==> config.mk <==
export PLATFORM = sky130hd
export DESIGN_NAME = gpio_bank
export DESIGN_NICKNAME = d
export VERILOG_FILES = /design/src/rtl/gpio_bank.sv
export SDC_FILE = /design/constraint.sdc
export NUM_CORES = 1
export LEC_CHECK = 0
export ABC_AREA = 1
export BUFFER_PORTS_ARGS = -buffer_cell sky130_fd_sc_hd__buf_4
export CAP_MARGIN = 20
export CORE_UTILIZATION = 35
export DETAILED_ROUTE_END_ITERATION = 12
export PLACE_DENSITY = 0.59
export SYNTH_ARGS = -nofsm -noshare
export SYNTH_HDL_FRONTEND = slang
export SYNTH_SLANG_ARGS = --single-unit
==> constraint.sdc <==
create_clock -name clk -period 1 [get_ports clk]
set_input_delay 0.05 -clock clk [delete_from_list [all_inputs] [get_ports clk]]
set_output_delay 0.05 -clock clk [all_outputs]
set_load 0.005 [all_outputs]
==> src/rtl/gpio_bank.sv <==
module gpio_bank #(
  parameter int WIDTH  = 32,
  parameter int ADDR_W = 8
) (
  input  logic              clk,
  input  logic              rst_n,
  input  logic              wr_en,
  input  logic [ADDR_W-1:0] addr,
  input  logic [WIDTH-1:0]  wdata,
  output logic [WIDTH-1:0]  rdata,
  input  logic [WIDTH-1:0]  pin_in,
  output logic [WIDTH-1:0]  pin_out,
  output logic [WIDTH-1:0]  pin_oe,
  output logic              irq
);
  localparam logic [ADDR_W-1:0] A_LEVEL = ADDR_W'(8'h00);
  localparam logic [ADDR_W-1:0] A_DIR   = ADDR_W'(8'h0C);
  localparam logic [ADDR_W-1:0] A_OSET  = ADDR_W'(8'h18);
  localparam logic [ADDR_W-1:0] A_OCLR  = ADDR_W'(8'h24);
  localparam logic [ADDR_W-1:0] A_RISE  = ADDR_W'(8'h30);
  localparam logic [ADDR_W-1:0] A_FALL  = ADDR_W'(8'h3C);
  localparam logic [ADDR_W-1:0] A_STAT  = ADDR_W'(8'h48);
  localparam logic [ADDR_W-1:0] A_DSET  = ADDR_W'(8'h54);
  localparam logic [ADDR_W-1:0] A_DCLR  = ADDR_W'(8'h60);
  localparam logic [ADDR_W-1:0] A_RSET  = ADDR_W'(8'h6C);
  localparam logic [ADDR_W-1:0] A_RCLR  = ADDR_W'(8'h78);
  localparam logic [ADDR_W-1:0] A_FSET  = ADDR_W'(8'h84);
  localparam logic [ADDR_W-1:0] A_FCLR  = ADDR_W'(8'h90);
  localparam logic [ADDR_W-1:0] A_MASK  = ADDR_W'(8'h9C);

  logic [WIDTH-1:0] out_q, dir_q, rise_q, fall_q, stat_q, mask_q;
  logic [WIDTH-1:0] sync1, sync2, prev;
  logic [WIDTH-1:0] ev;

  function automatic logic [WIDTH-1:0] upd(
    input logic [WIDTH-1:0] cur, input logic [WIDTH-1:0] d,
    input logic wr_full, input logic wr_set, input logic wr_clr);
    logic [WIDTH-1:0] r;
    r = cur;
    if (wr_full) r = d;
    if (wr_set)  r = r | d;
    if (wr_clr)  r = r & ~d;
    return r;
  endfunction

  always_ff @(posedge clk or negedge rst_n) begin
    if (!rst_n) begin
      sync1 <= '0;
      sync2 <= '0;
      prev  <= '0;
    end else begin
      sync1 <= pin_in;
      sync2 <= sync1;
      prev  <= sync2;
    end
  end

  assign ev = (sync2 & ~prev & rise_q) | (~sync2 & prev & fall_q);

  always_ff @(posedge clk or negedge rst_n) begin
    if (!rst_n) begin
      out_q  <= '0;
      dir_q  <= '0;
      rise_q <= '0;
      fall_q <= '0;
      mask_q <= '0;
      stat_q <= '0;
    end else begin
      out_q  <= upd(out_q,  wdata, 1'b0, wr_en && addr == A_OSET, wr_en && addr == A_OCLR);
      dir_q  <= upd(dir_q,  wdata, wr_en && addr == A_DIR,  wr_en && addr == A_DSET, wr_en && addr == A_DCLR);
      rise_q <= upd(rise_q, wdata, wr_en && addr == A_RISE, wr_en && addr == A_RSET, wr_en && addr == A_RCLR);
      fall_q <= upd(fall_q, wdata, wr_en && addr == A_FALL, wr_en && addr == A_FSET, wr_en && addr == A_FCLR);
      mask_q <= upd(mask_q, wdata, wr_en && addr == A_MASK, 1'b0, 1'b0);
      stat_q <= upd(stat_q, wdata, 1'b0, 1'b0, wr_en && addr == A_STAT) | ev;
    end
  end

  always_comb begin
    case (addr)
      A_LEVEL: rdata = sync2;
      A_DIR:   rdata = dir_q;
      A_RISE:  rdata = rise_q;
      A_FALL:  rdata = fall_q;
      A_STAT:  rdata = stat_q;
      A_MASK:  rdata = mask_q;
      default: rdata = '0;
    endcase
  end

  assign pin_out = out_q;
  assign pin_oe  = dir_q;
  assign irq     = |(stat_q & mask_q);

  p_oset_r2: assert property (@(posedge clk) disable iff (!rst_n)
    (wr_en && addr == A_OSET) |=> ((pin_out & $past(wdata)) == $past(wdata)));
  p_oclr_r3: assert property (@(posedge clk) disable iff (!rst_n)
    (wr_en && addr == A_OCLR) |=> ((pin_out & $past(wdata)) == '0));
  p_dset_r4: assert property (@(posedge clk) disable iff (!rst_n)
    (wr_en && addr == A_DSET) |=> ((pin_oe & $past(wdata)) == $past(wdata)));
  p_no_spurious_r7: assert property (@(posedge clk) disable iff (!rst_n)
    1'b1 |=> ((stat_q & ~$past(stat_q) & ~$past(ev)) == '0));
  p_edge_wins_r10: assert property (@(posedge clk) disable iff (!rst_n)
    (|ev) |=> ((stat_q & $past(ev)) == $past(ev)));
  p_mask_keeps_r11: assert property (@(posedge clk) disable iff (!rst_n)
    (wr_en && addr == A_MASK) |=> (stat_q == ($past(stat_q) | $past(ev))));
endmodule

==> results_dict.tcl <==
set metrics [dict create \
    drc 0 \
    place_area_um2 16100 \
    io_pins 172 \
    place_inst 2319 \
    ys_ff_latch 288 \
    routed.top_layer "met5" \
    cts_tree "done" \
    hold_slack_ns 0.0835 \
    fin_nets 2079 \
    hold_viol 0 \
    grt_start_max_net_pins 65 \
    drt-met1-wl_um 19800 \
    crit_start "stat_q[21]" \
    cts_buffer_depth 3 \
    regArea_um2 7210 \
    hold_class "in -> async" \
    violations "negative setup slack" \
    clock.fmax_mhz 531 \
    finClkSkew_ns 0.0116 \
    syn_avg_cell_area_um2 8.07 \
    finalSetupViolCount 97 \
    startpoint_type "register" \
    routedWlPerCell_um 18.0 \
    async_reset_ff_share_pct 100 \
    drv_cap 0 \
    setup.worst_path.class "reg -> out" \
    via_per_inst 4.97 \
    route.met3.wl_um 2470 \
    fin_crit_ns 1.88 \
    diodes 0 \
    multi_input_area_um2 5410 \
    final_cells 2487 \
    grt_pass1_vias 12393 \
    critPathRequiredTime_ns 0.95 \
    num_rows 69 \
    outcome "complete, but fails checks" \
    core_um2 35800 \
    syn_area_um2 12900 \
    cts.sinks 288 \
    synth_nets 1669 \
    p_per_area_nw_per_um2 1460 \
    globalplace.congestion 0.831 \
    drive_above_1_share_pct 28.7 \
    num_vias 12364 \
    clockRootBuffer "clkbuf_16" \
    synth_cells 1594 \
    die_h_um 194 \
    ant_nets 0 \
    cp_max_fo 3 \
    n_fill_cell 3251 \
    rsz0062_at_grt "true" \
    antenna_found_initial 2 \
    stdcell_area_um2 19200 \
    wl_met2_um 21400 \
    initial_utilization_pct 35.9 \
    htree_levels 2 \
    p_total_w 0.0281 \
    drtIter0Drc 761 \
    die-width_um 194 \
    track_usage_pct 23.7 \
    synth_edf_count 0 \
    dpl.hpwl_um 29600 \
    post-route-period-util_pct 188 \
    slew_viol_final 0 \
    path_clk_slew_ns 0.06 \
    drt_first_pass_iters 5 \
    yosysSeqAreaShare_pct 56.0 \
    synth_flop_cell "dfrtp_1" \
    worst_slew_pin_slew_ns 0.539 \
    cts_buffers 34 \
    numPortBuffers 171 \
    arrival_ns 1.83 \
    relSlewSlack_pct 64.0 \
    grt_pass1_wl_um 69700 \
    clk_latency_ns 0.52 \
    area_growth_pct 49.5 \
    synth_cell_types 24 \
    r2r_start "sync2[7]" \
    dieArea_um2 37500 \
    ir_drop_uv 1370 \
    yosysWarnings 0 \
    grt_overflow 0 \
    drt-total-wl_um 44700 \
    end_kind "primary output" \
    fin_ws_ns -0.883 \
    leakage_nw 9.20 \
]
==> logic make-up (layout without fill, tap and decap cells) <==
| group | after synthesis | after routing | share of synthesized area, % |
|---|---|---|---|
| simple gates | 831 | 831 | 25.9 |
| flops | 288 | 288 | 56.0 |
| compound gates | 278 | 278 | 11.7 |
| buf+inv | 197 | 629 | 6.38 |
==> per-stage QoR <==
step	TNS, ns	util, %	setup WS (ns)
after floorplan	0	-	0.00345
after global placement	-103.39	44.8	-0.666
after detailed placement	-106.30	44.8	-0.671
after CTS	-24.81	52.4	-0.850
after global routing	-27.86	53.7	-0.962
final	-23.38	53.7	-0.883
==> where the power goes <==
group	switching, W	internal, W	leakage, nW
registers	0.000584	0.0124	3.59
clock network	0.00480	0.00713	0.519
logic	0.00153	0.00168	5.09
==> cell usage in the layout (no fill, tap or decap), types with 39 or more instances in the layout <==
cell type	instances
buf_4	191
dlygate4sd3_1	65
nand2_2	39
buf_6	147
a21oi_1	126
o21ai_1	48
nor2_1	166
nand3_2	52
inv_1	120
dfrtp_1	288
nand2_1	495
==> path summary, 6_finish.rpt <==
| path | slack [ns] | cells past startpoint | to |
|---|---|---|---|
| max | -0.88 | 7 | irq |
| min | 0.08 | 2 | sync1[19] |
| max reg2reg | 0.01 | 4 | stat_q[7] |
| min reg2reg | 0.34 | 0 | sync2[10] |
| max in group asynchronous | 0.33 | 3 | async pin |
| min in group clk | 0.18 | 2 | sync1[14] |
==> synth_stat cells (3+ instances only) <==
cell,count,share of area [%]
nand2_1,534,16
dfrtp_1,288,56
nor2_1,179,5.2
a21oi_1,145,5.6
inv_1,127,3.7
nand3_1,85,3.3
o21ai_1,40,1.6
o21ai_0,38,1.5
clkbuf_1,35,1.0
o21bai_1,32,1.9
a31oi_1,23,1.1
buf_2,20,0.78
and3_1,9,0.44
buf_4,9,0.53
nand4_1,7,0.34
nor2_2,6,0.29
buf_6,3,0.26
inv_2,3,0.088
nand2_2,3,0.15
nor2_4,3,0.26
==> worst max-delay path, cell delays in order, from the launching register on <==
cell     delay, ns
dfrtp_1       0.40
nand2_1       0.07
nand2_1       0.08
nor2_2        0.14
nand4_1       0.23
nor2_2        0.17
nand2_2       0.10
buf_6         0.13
==> timing repair <==
item	in CTS	in global routing
setup buffers	24	35
hold buffers	65	0
resized for setup	220	93
setup endpoints to repair	129	194
pin swaps	81	48
endpoints found under the hold margin	492	0
gates cloned	1	3
==> metal layers <==
layer,up-vias,track usage (%)
met5,-,0
met4,4,6.22
met3,68,4.21
met2,359,39.1
met1,6041,32.2
li1,5892,-
==> final cells by class <==
cell class | count | area share, %
well taps | 461 | 3.00
multi-input cells | 1109 | 28.1
clock buffers | 53 | 5.22
repair buffers | 441 | 23.4
clock inverters | 5 | 0.280
flip-flops and latches | 288 | 37.5
inverters | 130 | 2.54
Power figures use the tool's default switching activity.
